[src/rtl/spiRegMapPkg.sv]
package spiRegMapPkg;
  localparam int MAP_DEPTH = 64;
  localparam int IDX_W = $clog2(MAP_DEPTH);
  localparam int CMD_ADDR_W = 7;
  localparam int RES_W = 16;
  localparam int HR_W = 24;
  localparam int LAST_ADDR = MAP_DEPTH - 1;

  localparam int ADDR_AUX = 5;
  localparam int ADDR_MODE = 11;
  localparam int ADDR_RP_LO = 33;
  localparam int ADDR_RP_HI = 34;
  localparam int ADDR_L_LO = 35;
  localparam int ADDR_L_HI = 36;
  localparam int ADDR_HR_LO = 56;
  localparam int ADDR_HR_MID = 57;
  localparam int ADDR_HR_HI = 58;
  localparam int ADDR_REV = 62;
  localparam int ADDR_ID = 63;
  localparam int SHUT_EN_BIT = 1;
  localparam logic [7:0] REV_CODE = 8'h02;
  localparam logic [7:0] ID_CODE = 8'hD4;

  typedef enum logic [1:0] {
    MODE_ACTIVE = 2'b00,
    MODE_SLEEP  = 2'b01,
    MODE_SHUT   = 2'b10,
    MODE_RSVD   = 2'b11
  } pwrMode_e;

  typedef struct packed {
    logic                  frameStart;
    logic                  wrEn;
    logic                  loadTx;
    logic                  pastEnd;
    logic [CMD_ADDR_W-1:0] addr;
    logic [7:0]            wrData;
  } ctrlStrobe_t;

  function automatic logic isSleepOnly(input int a);
    return (a >= 1 && a <= 5) || a == 12 || (a >= 48 && a <= 52);
  endfunction

  function automatic logic isAnyMode(input int a);
    return (a >= 6 && a <= 10) || (a >= 22 && a <= 25);
  endfunction

  function automatic logic [7:0] cfgDefault(input int a);
    case (a)
      1:       return 8'h07;
      2:       return 8'h90;
      3:       return 8'hA0;
      4:       return 8'h03;
      default: return 8'h00;
    endcase
  endfunction
endpackage

[src/rtl/spiCtrl.sv]
module spiCtrl
  import spiRegMapPkg::*;
#(
  parameter int SYNC_STAGES = 2
) (
  input  logic        clk,
  input  logic        rstN,
  input  logic        sclk,
  input  logic        csN,
  input  logic        mosi,
  input  logic [7:0]  rdByte,
  output logic        miso,
  output ctrlStrobe_t stb
);
  localparam logic [CMD_ADDR_W-1:0] TOP_ADDR = CMD_ADDR_W'(LAST_ADDR);

  logic [SYNC_STAGES-1:0] sclkSync, csSync, mosiSync;
  logic sclkPrev, csPrev;
  logic sclkNow, csNow, mosiNow;
  logic rise, fall;

  always_ff @(posedge clk or negedge rstN) begin
    if (!rstN) begin
      sclkSync <= '0;
      csSync   <= '1;
      mosiSync <= '0;
      sclkPrev <= 1'b0;
      csPrev   <= 1'b1;
    end else begin
      sclkSync <= {sclkSync[SYNC_STAGES-2:0], sclk};
      csSync   <= {csSync[SYNC_STAGES-2:0], csN};
      mosiSync <= {mosiSync[SYNC_STAGES-2:0], mosi};
      sclkPrev <= sclkNow;
      csPrev   <= csNow;
    end
  end

  assign sclkNow = sclkSync[SYNC_STAGES-1];
  assign csNow   = csSync[SYNC_STAGES-1];
  assign mosiNow = mosiSync[SYNC_STAGES-1];
  assign rise    = sclkNow & ~sclkPrev & ~csNow;
  assign fall    = ~sclkNow & sclkPrev & ~csNow;

  logic [2:0] bitCnt;
  logic isCmd, isRead, pastEnd, loadPend;
  logic [CMD_ADDR_W-1:0] addr;
  logic [6:0] rxShift;
  logic [7:0] txShift;
  logic [7:0] rxByte;

  assign rxByte = {rxShift, mosiNow};

  always_ff @(posedge clk or negedge rstN) begin
    if (!rstN) begin
      bitCnt   <= '0;
      isCmd    <= 1'b1;
      isRead   <= 1'b0;
      pastEnd  <= 1'b0;
      loadPend <= 1'b0;
      addr     <= '0;
      rxShift  <= '0;
      txShift  <= '0;
    end else if (csNow) begin
      bitCnt   <= '0;
      isCmd    <= 1'b1;
      pastEnd  <= 1'b0;
      loadPend <= 1'b0;
      txShift  <= '0;
    end else if (rise) begin
      rxShift <= rxByte[6:0];
      bitCnt  <= bitCnt + 3'd1;
      if (bitCnt == 3'd7) begin
        if (isCmd) begin
          isCmd    <= 1'b0;
          isRead   <= rxByte[7];
          addr     <= rxByte[6:0];
          loadPend <= rxByte[7];
        end else begin
          if (addr >= TOP_ADDR) pastEnd <= 1'b1;
          else addr <= addr + 1'b1;
          loadPend <= isRead;
        end
      end
    end else if (fall) begin
      if (loadPend) begin
        txShift  <= rdByte;
        loadPend <= 1'b0;
      end else begin
        txShift <= {txShift[6:0], 1'b0};
      end
    end
  end

  always_comb begin
    stb.frameStart = csPrev & ~csNow;
    stb.wrEn       = rise && bitCnt == 3'd7 && !isCmd && !isRead && !pastEnd;
    stb.loadTx     = fall && loadPend;
    stb.pastEnd    = pastEnd;
    stb.addr       = addr;
    stb.wrData     = rxByte;
  end

  assign miso = txShift[7] & ~csNow;

  // a committed byte closes the bit count of that byte
  p_commit_8th_r3: assert property (@(posedge clk) disable iff (!rstN)
    stb.wrEn |=> bitCnt == 3'd0);
  // a data byte below the top steps the address by one
  p_burst_step_r4: assert property (@(posedge clk) disable iff (!rstN)
    (rise && bitCnt == 3'd7 && !isCmd && addr < TOP_ADDR) |=> addr == $past(addr) + 1'b1);
  // at the top the address never wraps inside a frame
  p_sat_hold_r5: assert property (@(posedge clk) disable iff (!rstN)
    (!csNow && addr == TOP_ADDR && !isCmd) |=> (csNow || addr == TOP_ADDR));
  // quiet output while deselected
  p_quiet_idle_r12: assert property (@(posedge clk) disable iff (!rstN)
    csPrev |-> txShift == 8'h00);
endmodule

[src/rtl/regBank.sv]
module regBank
  import spiRegMapPkg::*;
(
  input  logic                   clk,
  input  logic                   rstN,
  input  ctrlStrobe_t            stb,
  input  logic [RES_W-1:0]       rpResult,
  input  logic [RES_W-1:0]       lResult,
  input  logic [HR_W-1:0]        hrResult,
  output logic [7:0]             rdByte,
  output logic [MAP_DEPTH*8-1:0] cfgImage,
  output logic [1:0]             modeOut
);
  logic [7:0] cfgByte [MAP_DEPTH];
  pwrMode_e modeQ;
  pwrMode_e wrMode;
  logic shutEn, modeWr, enterShut;

  assign wrMode    = pwrMode_e'(stb.wrData[1:0]);
  assign shutEn    = cfgByte[ADDR_AUX][SHUT_EN_BIT];
  assign modeWr    = stb.wrEn && stb.addr == CMD_ADDR_W'(ADDR_MODE) && modeQ != MODE_SHUT;
  assign enterShut = modeWr && wrMode == MODE_SHUT && shutEn;

  always_ff @(posedge clk or negedge rstN) begin
    if (!rstN) modeQ <= MODE_SLEEP;
    else if (enterShut) modeQ <= MODE_SHUT;
    else if (modeWr && (wrMode == MODE_ACTIVE || wrMode == MODE_SLEEP)) modeQ <= wrMode;
    else if (stb.frameStart && modeQ == MODE_SHUT) modeQ <= MODE_SLEEP;
  end

  assign modeOut = modeQ;

  for (genvar a = 0; a < MAP_DEPTH; a++) begin : g_byte
    if (isSleepOnly(a) || isAnyMode(a)) begin : g_store
      logic [7:0] q;
      logic hit;
      assign hit = stb.wrEn && stb.addr == CMD_ADDR_W'(a) &&
                   (isAnyMode(a) || modeQ == MODE_SLEEP);
      always_ff @(posedge clk or negedge rstN) begin
        if (!rstN) q <= cfgDefault(a);
        else if (enterShut) q <= cfgDefault(a);
        else if (hit) q <= stb.wrData;
      end
      assign cfgByte[a] = q;
    end else if (a == ADDR_MODE) begin : g_mode
      assign cfgByte[a] = {6'b0, modeQ};
    end else begin : g_none
      assign cfgByte[a] = 8'h00;
    end
    assign cfgImage[a*8 +: 8] = cfgByte[a];
  end

  logic [7:0]       rpSnapHi;
  logic [RES_W-1:0] lSnap;
  logic [HR_W-9:0]  hrSnapHi;
  logic takeRp, takeHr;

  assign takeRp = stb.loadTx && !stb.pastEnd && stb.addr == CMD_ADDR_W'(ADDR_RP_LO);
  assign takeHr = stb.loadTx && !stb.pastEnd && stb.addr == CMD_ADDR_W'(ADDR_HR_LO);

  always_ff @(posedge clk or negedge rstN) begin
    if (!rstN) begin
      rpSnapHi <= '0;
      lSnap    <= '0;
      hrSnapHi <= '0;
    end else if (enterShut) begin
      rpSnapHi <= '0;
      lSnap    <= '0;
      hrSnapHi <= '0;
    end else begin
      if (takeRp) begin
        rpSnapHi <= rpResult[RES_W-1:8];
        lSnap    <= lResult;
      end
      if (takeHr) hrSnapHi <= hrResult[HR_W-1:8];
    end
  end

  always_comb begin
    rdByte = 8'h00;
    if (!stb.pastEnd) begin
      if (stb.addr < CMD_ADDR_W'(MAP_DEPTH)) rdByte = cfgByte[stb.addr[IDX_W-1:0]];
      case (stb.addr)
        CMD_ADDR_W'(ADDR_RP_LO):  rdByte = rpResult[7:0];
        CMD_ADDR_W'(ADDR_RP_HI):  rdByte = rpSnapHi;
        CMD_ADDR_W'(ADDR_L_LO):   rdByte = lSnap[7:0];
        CMD_ADDR_W'(ADDR_L_HI):   rdByte = lSnap[15:8];
        CMD_ADDR_W'(ADDR_HR_LO):  rdByte = hrResult[7:0];
        CMD_ADDR_W'(ADDR_HR_MID): rdByte = hrSnapHi[7:0];
        CMD_ADDR_W'(ADDR_HR_HI):  rdByte = hrSnapHi[15:8];
        CMD_ADDR_W'(ADDR_REV):    rdByte = REV_CODE;
        CMD_ADDR_W'(ADDR_ID):     rdByte = ID_CODE;
        default: ;
      endcase
    end
  end

  // the reserved mode code never becomes the state
  p_mode_legal_r8: assert property (@(posedge clk) disable iff (!rstN)
    modeQ != MODE_RSVD);
  // shutdown is reached only when the enable bit was set
  p_shut_enable_r8: assert property (@(posedge clk) disable iff (!rstN)
    (modeQ == MODE_SHUT && $past(modeQ) != MODE_SHUT) |-> $past(shutEn));
  // a new frame in shutdown returns to sleep
  p_wake_sleep_r9: assert property (@(posedge clk) disable iff (!rstN)
    (modeQ == MODE_SHUT && stb.frameStart) |=> modeQ == MODE_SLEEP);
  // configuration byte 0x02 holds outside sleep
  p_sleep_gate_r7: assert property (@(posedge clk) disable iff (!rstN)
    (stb.wrEn && stb.addr == 7'h02 && modeQ != MODE_SLEEP) |=> $stable(cfgByte[2]));
  // the frozen inductance word only moves on an LSB read or shutdown
  p_snap_hold_r10: assert property (@(posedge clk) disable iff (!rstN)
    (!takeRp && !enterShut) |=> $stable(lSnap));
endmodule

[src/rtl/spiRegMap.sv]
module spiRegMap
  import spiRegMapPkg::*;
#(
  parameter int SYNC_STAGES = 2
) (
  input  logic                   clk,
  input  logic                   rstN,
  input  logic                   sclk,
  input  logic                   csN,
  input  logic                   mosi,
  output logic                   miso,
  input  logic [RES_W-1:0]       rpResult,
  input  logic [RES_W-1:0]       lResult,
  input  logic [HR_W-1:0]        hrResult,
  output logic [MAP_DEPTH*8-1:0] cfgImage,
  output logic [1:0]             modeOut
);
  ctrlStrobe_t stb;
  logic [7:0] rdByte;

  spiCtrl #(.SYNC_STAGES(SYNC_STAGES)) i_ctrl (
    .clk(clk), .rstN(rstN), .sclk(sclk), .csN(csN), .mosi(mosi),
    .rdByte(rdByte), .miso(miso), .stb(stb)
  );

  regBank i_bank (
    .clk(clk), .rstN(rstN), .stb(stb),
    .rpResult(rpResult), .lResult(lResult), .hrResult(hrResult),
    .rdByte(rdByte), .cfgImage(cfgImage), .modeOut(modeOut)
  );
endmodule

[config.mk]
export PLATFORM = sky130hd
export DESIGN_NAME = spiRegMap
export DESIGN_NICKNAME = d
export VERILOG_FILES = /design/src/rtl/spiRegMapPkg.sv /design/src/rtl/spiCtrl.sv /design/src/rtl/regBank.sv /design/src/rtl/spiRegMap.sv
export SDC_FILE = /design/constraint.sdc
export NUM_CORES = 1
export LEC_CHECK = 0
export ABC_AREA = 1
export BUFFER_PORTS_ARGS = -buffer_cell sky130_fd_sc_hd__buf_2
export CAP_MARGIN = 20
export CORE_AREA = 2 2 227 229
export CTS_CLUSTER_SIZE = 25
export DETAILED_ROUTE_END_ITERATION = 12
export DIE_AREA = 0 0 229 231
export MAX_ROUTING_LAYER = met4
export REMOVE_ABC_BUFFERS = 1
export SYNTH_ARGS = -nofsm -noshare
export SYNTH_HDL_FRONTEND = slang
export SYNTH_SLANG_ARGS = --single-unit
[constraint.sdc]
create_clock -name clk -period 3.7 [get_ports clk]
set_input_delay 0.555 -clock clk [delete_from_list [all_inputs] [get_ports clk]]
set_output_delay 0.555 -clock clk [all_outputs]
set_load 0.01 [all_outputs]
* Word-level counts from Yosys, hierarchy flattened
Index checks and enable logic that the tools add are counted.
Operators by class: reduce and logical (&&, ||, !) cells 85, magnitude comparators 3, bitwise logic cells 10, eq/ne operators 40, multiplexer cells 76, $add $sub $neg 2
Operators by type and width (number):
- 8-bit 2-to-1 mux | 50
- 7-bit by 6-bit == test with 1-bit output (second input constant) | 14
- 8-bit one-hot mux with 9 select lines | 1
- 16-bit 2-to-1 mux | 4
- 2-bit nonzero test | 26
- 8-bit binary-select mux with 6-bit select | 1
- 1-bit logical AND | 45
- 7-bit by 4-bit == test with 1-bit output (second input constant) | 5
- 7-bit by 3-bit == test with 1-bit output (second input constant) | 4
- 7-bit by 5-bit == test with 1-bit output (second input constant) | 4
- 7-bit by 2-bit == test with 1-bit output (second input constant) | 2
- 7-bit 2-to-1 mux | 2
- 1-bit 2-to-1 mux | 13
- 2-bit AND reduction | 4
- 4-bit AND reduction | 2
- 7-bit by 1-bit adder with 7-bit output (second input constant) | 1
- 7-bit by 1-bit == test with 1-bit output (second input constant) | 1
- 7-bit by 6-bit greater-or-equal comparator with 1-bit output (second input constant) | 1
- 7-bit greater-or-equal comparator (second input constant) | 1
- 7-bit less-than comparator (second input constant) | 1
- 6-bit inverter with 7-bit output | 1
- 1-bit bitwise AND | 6
- 2-bit 2-to-1 mux | 3
- 3-bit 2-to-1 mux | 2
- 13 further kinds | 22
Word-level totals: output and inout port bits 515, logic and storage cells 253, bits of input ports 61, register bits 239

* Logic depth before layout (Yosys ltp)
depth in word-level cells 12, depth in mapped cells 17, mapped depth without buffers 15

* Modules after synthesis
Synthesis repeated with hierarchy kept, for this count alone.
Second synthesis, totals: cell total of the unflattened synthesis 1956, area, all modules 14789.2 um2
By module, submodules not included:
- regBank | times used 1, area an instance 13111.3 um2, cells each 1769, sequential area each 5067.4 um2
- spiCtrl | times used 1, area an instance 1677.9 um2, cells each 187, sequential area each 930.9 um2

* Worst setup path before layout
Ideal clock, no wire load.
path kind register to register, start register i_ctrl.addr[1], end register i_bank.hrSnapHi[8], arrival time 2.423 ns, data required time 3.587 ns, stages on the path, launching flop included 12, path buffers 3, slack 1.164 ns, setup time 0.113 ns, clock period less this slack 2.536 ns, path through dfrtp_1 clkbuf_1 inv_1 clkbuf_1 ha_1 nand3_1 nor2_2 nand2_2 buf_2 mux2_1 nand2_1 inv_1
Between the ends: word-level cells in the longest chain between the ends 6, elaborated cells on any way between the ends 9, those cells by class eq/ne: 2; mux: 1; reduce/logical: 6
Ends and longest elaborated chain:
- from (decl) | RTL line spiCtrl.sv:46 | logic [CMD_ADDR_W-1:0] addr;
- from (signal assigned) | RTL line spiCtrl.sv:76 | addr <= rxByte[6:0];
- from (signal assigned) | RTL line spiCtrl.sv:80 | else addr <= addr + 1'b1;
- 7-bit by 4-bit == test with 1-bit output | RTL line regBank.sv:21 | assign modeWr = stb.wrEn && stb.addr == CMD_ADDR_W'(ADDR_MODE) && modeQ != MODE_SHUT;
- 1-bit logical AND (2 in series) | RTL line regBank.sv:21
- 1-bit logical AND (2 in series) | RTL line regBank.sv:22 | assign enterShut = modeWr && wrMode == MODE_SHUT && shutEn;
- 16-bit 2-to-1 mux or 2-bit nonzero test (tied branches)
- to (signal assigned) | RTL line regBank.sv:75 | if (takeHr) hrSnapHi <= hrResult[HR_W-1:8];
- to (decl) | RTL line regBank.sv:55 | logic [HR_W-9:0] hrSnapHi;
Parallel ways exist; a longest one is shown, timed or not. A chain may end at the register's enable or synchronous reset.

* Worst setup path after layout
start register i_ctrl.addr[0], end register i_ctrl.txShift[1]
Between the ends: word-level cells in the longest chain between the ends 11, elaborated cells on any way between the ends 21, those cells by class order compare: 1; eq/ne: 9; mux: 10; bitwise: 1
Ends and longest elaborated chain:
- 6-bit inverter with 7-bit output (not written as such) | RTL line regBank.sv:82 | if (stb.addr < CMD_ADDR_W'(MAP_DEPTH)) rdByte = cfgByte[stb.addr[IDX_W-1:0]];
- 8-bit binary-select mux with 6-bit select | RTL line regBank.sv:82
- 8-bit 2-to-1 mux (not written as such) (2 in series) | RTL line regBank.sv:82
- 8-bit 2-to-1 mux | RTL line regBank.sv:82
- 8-bit one-hot mux with 9 select lines * | RTL line regBank.sv:83 | case (stb.addr)
- 8-bit 2-to-1 mux * | RTL line regBank.sv:81 | if (!stb.pastEnd) begin
- 8-bit 2-to-1 mux * | RTL line spiCtrl.sv:85 | if (loadPend) begin
- 8-bit 2-to-1 mux * | RTL line spiCtrl.sv:84 | end else if (fall) begin
- 8-bit 2-to-1 mux * | RTL line spiCtrl.sv:69 | end else if (rise) begin
- 8-bit 2-to-1 mux * | RTL line spiCtrl.sv:63 | end else if (csNow) begin
- to (signal assigned) | RTL line spiCtrl.sv:86 | txShift <= rdByte;
- to (signal assigned) | RTL line spiCtrl.sv:89 | txShift <= {txShift[6:0], 1'b0};
- to (decl) | RTL line spiCtrl.sv:48 | logic [7:0] txShift;
Every way passes the cells marked *; elsewhere a longest branch is shown, timed or not. The select of a mux whose other input is x is not followed.

==> reports/metrics.sh <==
YOSYS_REGISTER_BITS=239
NETLIST.AREA_LEADER.SHARE_PCT=38.42
HOLD_BUFFERS=0
POWER.STATIC_LEAKAGE_nW=9.384
FIN_CRIT_SH_PCT=72.18
CELL_AREA_SYNTH_UM2=14660
COUNT_OF_BUFFERS_ADDED_BY_POST_CTS_TIMING_REPAIR_FOR_SETUP=0
GRT_PASS1_WL_MM=72.22
NUM_VIAS=12380
YS_DOMINANT_REG_CELL='sky130_fd_sc_hd__dfrtp_1'
TIMING.CRITICAL_PATH.CELLS='buf_4 -> ha_1 -> nand3_1 -> nor2_1 -> nand2_1 -> nand2_1 -> nor2_1 -> nand2_1 -> nor2_1 -> nor2_1 -> nand2_1 -> nand2_1 -> nand2_1 -> nand2_1'
SYNTH_COMPOUND_GATE_AREA_SHARE_PCT=8.964
SYN_AREA_PER_CELL_UM2=7.746
DIE_AREA_UM2=52900
MOST_FREQUENT_CELLS_IN_THE_LAYOUT='sky130_fd_sc_hd__nand2_1, sky130_fd_sc_hd__conb_1, sky130_fd_sc_hd__dfrtp_1, sky130_fd_sc_hd__buf_2, sky130_fd_sc_hd__o21ai_0'
GRT_START_MAX_NET_PINS=107
PORT_BUF_INSERTS=225
CTS.SINK_COUNT=239
RSZ0062_AT_GRT='false'
SYNTH_ASYNC_SR_FLOP_SHARE_PCT=100.0
SYNTH-EDFF-COUNT=0
TIMING.RR.START='i_ctrl.addr[0]'
NUMBER_OF_CELLS_UPSIZED_OR_DOWNSIZED_AFTER_CTS=0
NUMBER_OF_NETS_AT_THE_END_OF_THE_FLOW=2188
FINALCLOCKSKEW_NS=0.02221
DRT_ITER0_DRC=1056
SYNTH_WARNINGS=0
GLOBALROUTEMET3UTIL_PCT=1.717
CTS-ROOT-BUF='sky130_fd_sc_hd__clkbuf_16'
WORST-SETUP-PATH-TYPE='reg -> reg'
STATUS='complete, no violations'
LAYOUT-DRIVE-GT1-SHARE_PCT=18.45
WORST_SETUP_PATH_END_KIND='flop'
DP_HPWL_MM=38.41
PLACEABLECOREAREA_UM2=50680
CTS_INSERTED_BUFFERS=27
TIGHTESTPINTRANSITION_NS=0.8709
WORSTPATHMAXFANOUT=53
TIMING.CRITICAL_PATH.MODE_CELL='sky130_fd_sc_hd__nand2_1'
MAX_CLOCK_FREQ_GHz=0.3744
NUMBER_OF_ANTENNA_VIOLATIONS_AT_THE_FIRST_CHECK_IN_GLOBAL_ROUTING=0
GR-MAX-USAGE-LAYER='met2'
SYNTH_SIMPLE_GATE_AREA_SHARE_PCT=22.24
NUM_ANTENNA_CELLS=0
GLOBALROUTE.TOTALOVERFLOW=0
GRTUSAGETOTAL_PCT=18.39
PWR_DENSITY_CELL_nW_PER_UM2=365.5
WORST_SETUP_HOLD_PATH_CLK_SLEW_NS=0.06
SLOWEST_DELAY_NS=0.55
SYNTH_TOP_FAMILY_BY_AREA='buffers and inverters'
NETLIST_INSTANCES=1892
SYNTH_AREA_LEADER_CELL='sky130_fd_sc_hd__dfrtp_1'
WORST_IR_DROP_VDD_mV=0.3609
PLACE.GP.CONGESTION=0.9157
WORSTSETUPSTARTPOINTTYPE='flop'
WORSTPATHREQUIRED_NS=4.19
IO_PINS=576
ROUTE.DETAILED.VIAS_PER_INST=4.387
CLK-INSERTION-DELAY-LATE_NS=0.56
TIMING.FINAL.CRIT_PERIOD_NS=2.671
CRITICAL_PATH_ARRIVAL_NS=3.16
HOLD_VIOL_FINAL=0
GR-USAGE-MET2_PCT=31.94
CHIPWIDTH_UM=229
SYNTHADDERAREAFRAC_PCT=0.5976
TIMING.FINAL.MAX_SLEW_VIOLATIONS=0
FP-ROW-COUNT=83
YS_SEQ_AREA_SHARE_PCT=40.93
RELSLEWSLACK_PCT=41.87
ROUTE.DETAILED.WL_PER_INST_UM=17.66
DRCVIOLATIONCOUNT=0
MUXSHAREOFSYNTHAREA_PCT=3.142
WORST_SETUP_PATH_STARTPOINT='i_ctrl.addr[0]'
CHIPHEIGHT_UM=231
NUM-FILL-CELLS=5468
HP-CLASS='in -> async'
SYNTHTOPCELLSBYAREA='sky130_fd_sc_hd__dfrtp_1, sky130_fd_sc_hd__buf_4, sky130_fd_sc_hd__nand2_1'
YOSYSUNIQUECELLTYPES=41
DRT_PRE_ANTENNA_ITERS=5
TIMING.CRITICAL_PATH.SLOWEST_STAGE_CELL='sky130_fd_sc_hd__nor2_1'
CAP_VIOLATIONS=0
SETUP_TOTAL_NEGATIVE_SLACK_NS=0
GRTUSAGEMET1_PCT=22.03
TOTAL_POWER_mW=5.914
CTSLONGESTPATHBUFFERS=3
GRT_PASS1_VIAS=11330
SYNTHXORXNORAREAFRAC_PCT=0
SYN_TO_FINAL_GROWTH_PCT=10.42
MOST_COMMON_CELL_AFTER_LAYOUT_FILL_AND_TAPS_ASIDE='sky130_fd_sc_hd__nand2_1'
SETUP_VIOL=0
DRTANTENNAVIOLNETS=0
TRITONCTS_CLOCK_TREE='yes'
WL_MM=49.82
INITIAL_CORE_UTIL_PCT=28.92
CLOCK_TREE.HTREE_LEVEL_COUNT=1
-- cell usage after synthesis (2+ instances only) --
master and instances:
sky130_fd_sc_hd__nand2_1 619, sky130_fd_sc_hd__buf_4 357, sky130_fd_sc_hd__dfrtp_1 225, sky130_fd_sc_hd__o21ai_0 142, sky130_fd_sc_hd__inv_1 140, sky130_fd_sc_hd__nand3_1 85, sky130_fd_sc_hd__nor2_1 71, sky130_fd_sc_hd__o22ai_1 53
sky130_fd_sc_hd__mux2_2 37, sky130_fd_sc_hd__clkbuf_1 24, sky130_fd_sc_hd__inv_2 19, sky130_fd_sc_hd__a21oi_1 15, sky130_fd_sc_hd__dfstp_2 14, sky130_fd_sc_hd__buf_2 12, sky130_fd_sc_hd__o21ai_1 9, sky130_fd_sc_hd__a21boi_0 7
sky130_fd_sc_hd__buf_6 7, sky130_fd_sc_hd__ha_1 7, sky130_fd_sc_hd__buf_1 6, sky130_fd_sc_hd__nand2_2 6, sky130_fd_sc_hd__o211ai_1 6, sky130_fd_sc_hd__nor2_2 4, sky130_fd_sc_hd__mux2_1 3, sky130_fd_sc_hd__a22oi_1 2
sky130_fd_sc_hd__nand3_4 2, sky130_fd_sc_hd__nand4_1 2, sky130_fd_sc_hd__nor2_4 2, sky130_fd_sc_hd__nor3_2 2, sky130_fd_sc_hd__nor4_4 2
-- worst paths after layout --
check / end / slack, ns / cells past startpoint
worst max-delay path: i_ctrl.txShift[1] / 1.03 / 14
worst min-delay path: i_bank.hrSnapHi[15] / 0.06 / 1
worst max register to register: i_ctrl.txShift[1] / 1.03 / 14
worst min register to register: i_ctrl.sclkSync[1] / 0.35 / 0
max in group asynchronous: i_bank.g_byte[3].g_store.q[7] / 2.71 / 2
min in group clk: i_ctrl.csSync[0] / 0.10 / 1
-- stage by stage --
step | cells | setup WS (ns) | util [%] | cell area [um^2] | hold slack (ns)
after global placement | 2771 | 1.106 | 30.18 | 15300 | 0.3358
after global routing | 2821 | 0.7845 | 31.93 | 16180 | 0.09793
after floorplan | 1835 | -0.9123 | - | 13030 | 0.2594
after detailed placement | 2771 | 1.081 | 30.18 | 15300 | 0.3355
final | 2821 | 1.029 | 31.93 | 16180 | 0.05561
after CTS | 2821 | 1.069 | 31.93 | 16180 | 0.08748
-- logic make-up after synthesis --
group,Yosys count
multiplexers,41
flip-flops,239
other,1
AO/OA/AOI/OAI,238
adder cells (fa/ha/maj),7
buffers and inverters,566
AND/OR/NAND/NOR,800
-- worst max-delay path, delay by kind of cell (launching register included) --
family | cells | cell delay (ns)
adder cells (fa/ha/maj) | 1 | 0.33
buffers and inverters | 1 | 0.49
flip-flops | 1 | 0.40
AND/OR/NAND/NOR | 12 | 1.37
-- report_power, final --
| part | leakage (nW) | internal [mW] | switching (mW) | total [mW] |
|---|---|---|---|---|
| Sequential | 3.27 | 2.64 | 0.0241 | 2.66 |
| Clock | 0.433 | 1.56 | 1.14 | 2.70 |
| Combinational | 5.68 | 0.0966 | 0.457 | 0.553 |
-- per-layer routing --
| metal | vias up | share of wire, % |
|---|---|---|
| met5 | - | 0 |
| met4 | 0 | 3.9 |
| met3 | 107 | 5.3 |
| met2 | 567 | 51 |
| met1 | 5954 | 40 |
| li1 | 5749 | - |
-- sequential cells by signal, summed over array words and instances (netlist names), 3 cells and up --
signal                   flops
i_ctrl.addr                  7
i_ctrl.txShift               8
i_bank.g_byte.g_store.q    160
i_ctrl.bitCnt                3
i_ctrl.rxShift               7
i_bank.hrSnapHi             16
i_bank.lSnap                16
i_bank.rpSnapHi              8
-- final cells by class --
cell class                 count  area, um^2  area share [%]
multi-input combinational   1436        6440           39.79
clock buffer                  40       794.5           4.910
clock inverter                10       91.34          0.5644
sequential                   239        6000           37.07
inverter                     160       600.6           3.711
timing repair buffer         256        1406           8.690
tap                          680       850.8           5.257
Note: power is estimated with default switching activity, not from simulation.
